[src/rtl/gpio_irq_pkg.sv]
package gpio_irq_pkg;

  typedef enum logic [1:0] {
    EDGE_ANY  = 2'd0,
    EDGE_RISE = 2'd1,
    EDGE_FALL = 2'd2
  } edge_sel_e;

  // equal selects mean both directions count
  function automatic edge_sel_e edge_sel(input logic r, input logic f);
    if (r == f)  return EDGE_ANY;
    else if (r)  return EDGE_RISE;
    else         return EDGE_FALL;
  endfunction

  function automatic logic edge_hit(input edge_sel_e m, input logic now_v, input logic was_v);
    case (m)
      EDGE_RISE: return now_v & ~was_v;
      EDGE_FALL: return ~now_v & was_v;
      default:   return now_v ^ was_v;
    endcase
  endfunction

endpackage

[src/rtl/pin_deglitch.sv]
module pin_deglitch #(
  parameter int HOLD_CYCLES = 54
) (
  input  logic clk,
  input  logic rst,
  input  logic raw,
  input  logic filt_on,
  output logic level
);
  localparam int CW = $clog2(HOLD_CYCLES + 1);
  localparam logic [CW-1:0] HOLD_W = CW'(HOLD_CYCLES);
  localparam logic [CW-1:0] ONE_W  = CW'(1);

  logic          raw_q;
  logic [CW-1:0] run;
  logic [CW-1:0] run_nxt;
  logic [CW-1:0] thresh;

  // run = number of consecutive edges the current raw value has been sampled
  always_comb begin
    if (raw != raw_q)        run_nxt = ONE_W;
    else if (run == HOLD_W)  run_nxt = run;
    else                     run_nxt = run + ONE_W;
    thresh = filt_on ? HOLD_W : ONE_W;
  end

  always_ff @(posedge clk) begin
    if (rst) begin
      raw_q <= raw;
      run   <= HOLD_W;
      level <= raw;
    end else begin
      raw_q <= raw;
      run   <= run_nxt;
      if (run_nxt >= thresh) level <= raw;
    end
  end

endmodule

[src/rtl/irq_lane.sv]
module irq_lane
  import gpio_irq_pkg::*;
#(
  parameter int LANE_W = 8
) (
  input  logic              clk,
  input  logic              rst,
  input  logic [LANE_W-1:0] raw_lvl,
  input  logic [LANE_W-1:0] flt_lvl,
  input  logic [LANE_W-1:0] active,
  input  logic [LANE_W-1:0] rise_en,
  input  logic [LANE_W-1:0] fall_en,
  input  logic [LANE_W-1:0] filt_en,
  input  logic              rd,
  output logic [LANE_W-1:0] status,
  output logic [LANE_W-1:0] deb,
  output logic              pend_nxt
);
  logic [LANE_W-1:0] cap;
  logic [LANE_W-1:0] st_nxt;
  logic [LANE_W-1:0] hit;
  logic [LANE_W-1:0] self_clr;

  for (genvar b = 0; b < LANE_W; b++) begin : g_bit
    assign hit[b]      = edge_hit(edge_sel(rise_en[b], fall_en[b]), flt_lvl[b], deb[b]);
    assign self_clr[b] = ~filt_en[b] & ~rise_en[b] & ~fall_en[b] & (deb[b] == cap[b]);
    // priority: inactive pin, new edge, read clear, return-to-captured clear
    assign st_nxt[b]   = !active[b]  ? 1'b0 :
                         hit[b]      ? 1'b1 :
                         rd          ? 1'b0 :
                         self_clr[b] ? 1'b0 : status[b];
  end

  assign pend_nxt = |st_nxt;

  always_ff @(posedge clk) begin
    if (rst) begin
      status <= '0;
      deb    <= raw_lvl;
      cap    <= raw_lvl;
    end else begin
      status <= st_nxt;
      deb    <= flt_lvl;
      if (rd) cap <= deb;
    end
  end

endmodule

[src/rtl/gpio_irq_engine.sv]
module gpio_irq_engine #(
  parameter int NPINS       = 16,
  parameter int LANE_W      = 8,
  parameter int FILT_CYCLES = 54
) (
  input  logic                     clk,
  input  logic                     rst,
  input  logic [NPINS-1:0]         pin_lvl,
  input  logic [NPINS-1:0]         dir_in,
  input  logic [NPINS-1:0]         irq_en,
  input  logic [NPINS-1:0]         rise_en,
  input  logic [NPINS-1:0]         fall_en,
  input  logic [NPINS-1:0]         filt_en,
  input  logic [NPINS/LANE_W-1:0]  rd_strobe,
  output logic [NPINS-1:0]         irq_status,
  output logic [NPINS-1:0]         deb_level,
  output logic                     irq_drive_low
);
  localparam int NLANES = NPINS / LANE_W;

  logic [NPINS-1:0]  flt;
  logic [NPINS-1:0]  active;
  logic [NLANES-1:0] lane_pend;

  assign active = dir_in & irq_en;

  for (genvar p = 0; p < NPINS; p++) begin : g_pin
    pin_deglitch #(.HOLD_CYCLES(FILT_CYCLES)) u_dg (
      .clk     (clk),
      .rst     (rst),
      .raw     (pin_lvl[p]),
      .filt_on (filt_en[p]),
      .level   (flt[p])
    );
  end

  for (genvar l = 0; l < NLANES; l++) begin : g_lane
    irq_lane #(.LANE_W(LANE_W)) u_lane (
      .clk      (clk),
      .rst      (rst),
      .raw_lvl  (pin_lvl[l*LANE_W +: LANE_W]),
      .flt_lvl  (flt[l*LANE_W +: LANE_W]),
      .active   (active[l*LANE_W +: LANE_W]),
      .rise_en  (rise_en[l*LANE_W +: LANE_W]),
      .fall_en  (fall_en[l*LANE_W +: LANE_W]),
      .filt_en  (filt_en[l*LANE_W +: LANE_W]),
      .rd       (rd_strobe[l]),
      .status   (irq_status[l*LANE_W +: LANE_W]),
      .deb      (deb_level[l*LANE_W +: LANE_W]),
      .pend_nxt (lane_pend[l])
    );
  end

  always_ff @(posedge clk) begin
    if (rst) irq_drive_low <= 1'b0;
    else     irq_drive_low <= |lane_pend;
  end

endmodule

[config.mk]
export PLATFORM = sky130hd
export DESIGN_NAME = gpio_irq_engine
export DESIGN_NICKNAME = d
export VERILOG_FILES = /design/src/rtl/gpio_irq_pkg.sv /design/src/rtl/pin_deglitch.sv /design/src/rtl/irq_lane.sv /design/src/rtl/gpio_irq_engine.sv
export SDC_FILE = /design/constraint.sdc
export NUM_CORES = 1
export LEC_CHECK = 0
export ABC_AREA = 1
export BUFFER_PORTS_ARGS = -buffer_cell sky130_fd_sc_hd__buf_2
export CAP_MARGIN = 20
export CORE_ASPECT_RATIO = 2
export CORE_UTILIZATION = 50
export CTS_BUF_LIST = sky130_fd_sc_hd__clkbuf_16
export DETAILED_ROUTE_END_ITERATION = 12
export GPL_ROUTABILITY_DRIVEN = 1
export GPL_TIMING_DRIVEN = 1
export PLACE_DENSITY = 0.7
export SLEW_MARGIN = 15
export SYNTH_ARGS = -nofsm -noshare
export SYNTH_HDL_FRONTEND = slang
export SYNTH_SLANG_ARGS = --single-unit
[constraint.sdc]
create_clock -name clk -period 5.1 [get_ports clk]
set_input_delay 1.02 -clock clk [delete_from_list [all_inputs] [get_ports clk]]
set_output_delay 1.02 -clock clk [all_outputs]
set_load 0.03 [all_outputs]
==> summary.md, run 1 <==
| Metric | Value |
|---|---|
| CP required | 5290 ps |
| Final Hold Fails | 0 |
| Die Area | 23100 µm² |
| I/O Buffers | 132 |
| Yosys cell types | 30 |
| Post-CTS Hold Buffers | 0 |
| Pwr dens | 302 nW/µm² |
| Filler cell count | 2095 |
| TritonCTS Buffers | 17 |
| Max_cap viols | 0 |
| Cell taking the most area after synthesis | dfxtp_1 |
| Final #Nets | 1930 |
| Clock power frac | 0.324 |
| Outcome | finished, final reports clean |
| Number of flops mapped to enable cells by yosys | 32 |
| CP Launch Type | input pin |
| Crit Path Class | in2reg |
| Post-CTS Setup Inserts | 0 |
| Final setup vio count | 0 |
| Clock Skews | 6.44 ps |
| Top-count cell post-synth | nand2_1 |
| Hold Crit Class | reg2reg |
| Total Wirelength | 23.8 mm |
| Ys async rst share | 0 |
| Drt pass-1 iters | 5 |
| Layout cells sized above 1 | 0.110 |
| Final TNS setup | 0 ps |
| Net switching share of the total power | 0.314 |
| Worst relative slew slack | 0.628 |
| # diodes | 0 |
| Pin count of the biggest net entering global routing | 57 |
| Longest Clk Path Bufs | 2 |
| Drt first-iter violations | 258 |
| Sequential share of power | 0.435 |
| Cells after DPL | 1911 |
| CTS tree | built |
| Comb pwr share | 0.241 |
| GRT Overall Usage | 0.219 |
| Core Region | 22100 µm² |
| Final Cell Area | 12800 µm² |
| First-pass GRT wire length | 40.3 mm |
| Synth area leaders | dfxtp_1 26%, ha_1 20%, nand2_1 10% |
| Synthesis-to-layout area growth | 13.3% |
| Top_reg_cell synth | dfxtp_1 |
| HPWL after DPL | 19.0 mm |
| Avg Inst Size Synth | 7.40 µm² |
| Synthesis-stage register bit count | 177 |
| CP arrival | 2660 ps |
| Place WS | 2180 ps |
| Cell internal pwr | 2.64 mW |
| Cell Rows | 77 |
| Multi-input gate area | 6240 µm² |
| Post-layout util | 0.578 |
| Fmax | 0.405 GHz |
| WL/cell | 12.3 µm |
| Worst vdd ir | 0.200 mV |
| Latest clock arrival within the worst-skew pair | 440 ps |
| Fin. max-slew vios | 0 |
| Measured slew at the worst slew-check pin | 558 ps |
| Final worst slack | 2630 ps |
| DRC viols | 0 |
| Starting Density | 0.510 |
| Unrepaired setup endpoints after global routing | false |
| Total power | 3.85 mW |
| GPL Wtd Cong | 0.843 |
| CP Capture Type | register |
| Max Fanout on Critical Path | 5 |
| Vias per cell | 4.99 |
| Final worst-path cycle share | 0.484 |
| Post-synthesis sequential area ratio | 0.343 |
| Die W | 108 µm |
| H-tree levels | 4 |
| GRT overflow | 0 |
| Number of gates resized after CTS | 0 |
| Root Driver | clkbuf_16 |
| # clock sinks | 177 |
| Net Count, Synth | 1796 |
| Antenna violations before repair | 1 |
| Die height | 214 µm |
| Min Hold Slack | 550 ps |
| Clock slew at reported path FFs | 60 ps |
| IO Count | 133 |
| Storage cell area | 3860 µm² |
| Fin cells | 1943 |
| Final Critical Period | 2470 ps |
| Syn. warnings | 0 |
| Mapped Cells | 1520 |
| Vias in the first global route | 9517 |
| Synthesized area | 11300 µm² |
| Post-synth top area share | 0.258 |
| DP Area | 12200 µm² |
| Leak | 6.85 nW |
| Psw | 1.21 mW |
| DRT antenna net count | 0 |
| Synth cell count leaders | 313 x nand2_1, 274 x inv_1, 176 x ha_1 |
| Vias | 9695 |
## power groups by stage
| stage | combinational, mW | clock [mW] | sequential (mW) |
|---|---|---|---|
| floorplan | 0.656 | 0 | 1.72 |
| global placement | 0.907 | 0 | 1.70 |
| detailed placement | 0.936 | 0 | 1.70 |
| CTS | 0.943 | 1.28 | 1.67 |
| global route | 1.09 | 1.33 | 1.69 |
| finish | 0.930 | 1.25 | 1.67 |
## cell type report
type / count / share of cell area
multi-input combinational: 1039 / 0.489
sequential: 177 / 0.303
inverter: 283 / 0.0833
timing repair buffer: 136 / 0.0543
clock buffer: 17 / 0.0333
tap: 276 / 0.0271
clock inverter: 15 / 0.0102
## registers in the layout, indices dropped and copies added, names as in the netlist
register and flops:
g_pin.u_dg.raw_q 16, g_lane.u_lane.deb 16, g_lane.u_lane.cap 16, irq_drive_low 1
g_lane.u_lane.status 16, g_pin.u_dg.run 96, g_pin.u_dg.level 16
## cell families after synthesis
kind of cell / count (synthesis) / share of synthesized area
and+or+nand+nor: 641 / 0.239
buffers and inverters: 304 / 0.103
DFF: 177 / 0.343
adders and majority gates: 176 / 0.196
AOI/OAI and AO/OA: 174 / 0.0817
xor gates and xnor gates: 48 / 0.0374
## path summary, 6_finish.rpt
| check | from | endpoint | slack [ps] | cells after the start |
|---|---|---|---|---|
| setup / recovery | pin_lvl[8] | g_pin[8].u_dg.level | 2630 | 12 |
| setup reg to reg | g_pin[7].u_dg.run[0] | g_pin[7].u_dg.level | 2850 | 13 |
| hold / removal | g_pin[2].u_dg.level | g_lane[0].u_lane.deb[2] | 550 | 2 |
| hold reg to reg | g_pin[2].u_dg.level | g_lane[0].u_lane.deb[2] | 550 | 2 |
## layer usage
| layer | share of wire | GRT usage | wire (µm) | vias up |
|---|---|---|---|---|
| met5 | 0.00042 | 0 | 10 | - |
| met4 | 0.032 | 0.102 | 758 | 2 |
| met3 | 0.033 | 0.0380 | 776 | 45 |
| met2 | 0.56 | 0.437 | 13300 | 161 |
| met1 | 0.38 | 0.204 | 8950 | 4405 |
| li1 | - | - | - | 5082 |
## cell usage in the layout, fill, tap and decap left out, types with 15 or more instances in the layout
cell / count
nor3_1: 15
buf_2: 131
ha_1: 176
o21ai_0: 75
or2_1: 21
edfxtp_1: 32
xor2_1: 25
nor2_1: 156
dfxtp_1: 145
nand2_1: 313
nand3_1: 102
a21oi_1: 73
clkbuf_16: 17
xnor2_1: 23
inv_1: 278
## critical path, stage by stage
cell and delay, ps:
buf_2 140, xor2_1 330, inv_1 110, o21ai_0 90, a21oi_1 80, ha_1 270, o21ai_0 200, nand2_1 80
a21oi_1 130, nand2_1 60, nand3_1 60, nand3_1 70
Note: power is estimated with default switching activity, not from simulation.
==> run 2, diff against run 1 <==
Settings changed: ABC_AREA 1 to 0.
Clock period 5.1 ns to 2.5 ns, I/O delays scaled along.
==> summary.md, run 2 <==
| Metric | Value |
|---|---|
| Total power | 8.53 mW |
| Drt pass-1 iters | 4 |
| Core Region | 21000 µm² |
| Avg Inst Size Synth | 9.29 µm² |
| Die W | 105 µm |
| # diodes | 0 |
| Max reg flops | 96 |
| Cell Rows | 75 |
| Net Count, Synth | 1428 |
| Final worst slack | 21.4 ps |
| Cell taking the most area after synthesis | dfxtp_1 |
| Pin count of the biggest net entering global routing | 50 |
| HPWL after DPL | 18.4 mm |
| Top-count cell post-synth | ha_1 |
| Commonest non-fill, non-tap cell in the layout | ha_1 |
| CTS tree | built |
| Synthesis-stage register bit count | 177 |
| Top_reg_cell synth | dfxtp_1 |
| Largest reg by FF count | g_pin.u_dg.run |
| Root Driver | clkbuf_16 |
| Ys async rst share | 0 |
| GPL Wtd Cong | 0.827 |
| Fmax | 0.403 GHz |
| Xor/xnor cell area share of the yosys netlist | 0.101 |
| Clock slew at reported path FFs | 80 ps |
| Mapped Cells | 1152 |
| Final #Nets | 1668 |
| Largest family of logic cells by synthesized area | adder cells |
| Synthesized area | 10700 µm² |
| CP required | 2700 ps |
| Synth cell count leaders | 176 x ha_1, 145 x dfxtp_1, 137 x nor2_1 |
| Unrepaired setup endpoints after global routing | true |
| WHS Path Cells | 1 |
| Commonest cells after routing, fill and taps aside | 167 x ha_1, 131 x buf_2, 126 x dfxtp_1, 124 x nor2_1, 121 x inv_1 |
| CP Launch Type | register |
| Post-synthesis sequential area ratio | 0.361 |
| Number of flops mapped to enable cells by yosys | 32 |
| Antenna violations before repair | 0 |
| Final setup vio count | 0 |
| Layout cells sized above 1 | 0.271 |
| Vias per cell | 5.31 |
| Die height | 209 µm |
| Final Hold Fails | 0 |
| Final worst-path cycle share | 0.991 |
| H-tree levels | 4 |
| Clock Skews | 9.79 ps |
| Storage cell area | 3890 µm² |
| Outcome | finished, final reports clean |
| Measured slew at the worst slew-check pin | 417 ps |
| Hold Crit Class | in2reg |
| CP arrival | 2680 ps |
| Die Area | 22000 µm² |
| Syn. warnings | 0 |
| Multiplexer share of the synthesized area | 0 |
| Crit Path Class | reg2reg |
| GRT overflow | 0 |
| Max Fanout on Critical Path | 3 |
| Post-Synth Simple-Gate Area | 0.130 |
| Filler cell count | 1761 |
| FF-to-FF path depth | 11 |
| Latest clock arrival within the worst-skew pair | 430 ps |
| Yosys cell types | 32 |
| GRT Overall Usage | 0.223 |
| Synth area leaders | dfxtp_1 27%, ha_1 21%, edfxtp_1 9.0% |
| Longest Clk Path Bufs | 2 |
| Final Critical Period | 2480 ps |
| I/O Buffers | 132 |
| CP Capture Type | register |
| Worst vdd ir | 0.386 mV |
| First-pass GRT wire length | 39.5 mm |
| TritonCTS Buffers | 17 |
| Vias in the first global route | 9038 |
| IO Count | 133 |
| Pwr dens | 636 nW/µm² |
| Synthesis-to-layout area growth | 25.4% |
| Drt first-iter violations | 201 |
| Multi-input gate area | 6650 µm² |
| Total Wirelength | 24.3 mm |
| DRT antenna net count | 0 |
| WL/cell | 14.5 µm |
| Place WS | -46.2 ps |
| Fin. max-slew vios | 0 |
| Post-synth top area share | 0.271 |
| Vias | 8883 |
| Max_cap viols | 0 |
| # clock sinks | 177 |
| DRC viols | 0 |
| Starting Density | 0.509 |
| Leak | 6.42 nW |
| Worst relative slew slack | 0.722 |
| Adder-cell share of the synthesized area | 0.206 |
| Compound-Gate Fraction of Synth Area | 0.151 |
run 2: area by class of cell:
class	count	share of cell area
clock buffers	17	0.0317
clock inverters	15	0.0107
inverters	127	0.0355
multi-input cells	829	0.496
flip-flops and latches	177	0.290
well taps	269	0.0251
repair buffers	240	0.112
run 2: path summary, 6_finish.rpt:
path / from / to / slack, ps
max: g_pin[14].u_dg.run[0] / g_pin[14].u_dg.level / 20
min: pin_lvl[0] / g_pin[0].u_dg.raw_q / 230
max reg2reg: g_pin[14].u_dg.run[0] / g_pin[14].u_dg.level / 20
min reg2reg: g_pin[1].u_dg.level / g_lane[0].u_lane.deb[1] / 550
run 2: per-layer routing:
metal  global-route usage  up-vias  share of wire
li1                     -     4481              -
met1                0.220     4209           0.38
met2                0.450      156           0.57
met3               0.0331       37          0.032
met4               0.0826        0          0.022
met5                    0        -              0
run 2: repair_timing:
item / 4_1_cts / 5_1_grt
endpoints found under the setup margin: 5 / 16
buffers inserted: 7 / 15
pin swaps: 8 / 104
gates resized for setup: 7 / 91
hold buffers: 0 / 0
run 2: where the power goes:
| group | internal (mW) | total [mW] | leakage [nW] | switching [mW] |
|---|---|---|---|---|
| Combinational | 1.21 | 2.51 | 4.60 | 1.29 |
| Clock | 1.33 | 2.60 | 0.281 | 1.27 |
| Sequential | 3.20 | 3.43 | 1.54 | 0.227 |
run 2: worst max-delay path: stages (launching register included):
cell,delay (ps)
dfxtp_2,340
inv_2,80
ha_4,130
nand4_1,120
xnor2_1,160
nor2_1,150
ha_1,260
nand2b_4,130
a21o_1,150
a221o_1,320
a21o_1,160
a211o_1,250
run 2: metrics by stage:
stage	setup TNS (ps)	util	hold WS, ps	cells	cell area [µm²]
after global placement	0	0.585	529	1620	12300
after detailed placement	-74.3	0.585	545	1620	12300
after CTS	-49.9	0.616	215	1659	12900
final	0	0.638	231	1674	13400
after floorplan	0	-	514	1152	10700
after global routing	-298	0.638	225	1674	13400
run 2: kinds of logic after synthesis:
family | count (synthesis)
xor gates and xnor gates | 112
AOI/OAI and AO/OA | 245
and+or+nand+nor | 296
buffers and inverters | 146
adders and majority gates | 176
DFF | 177
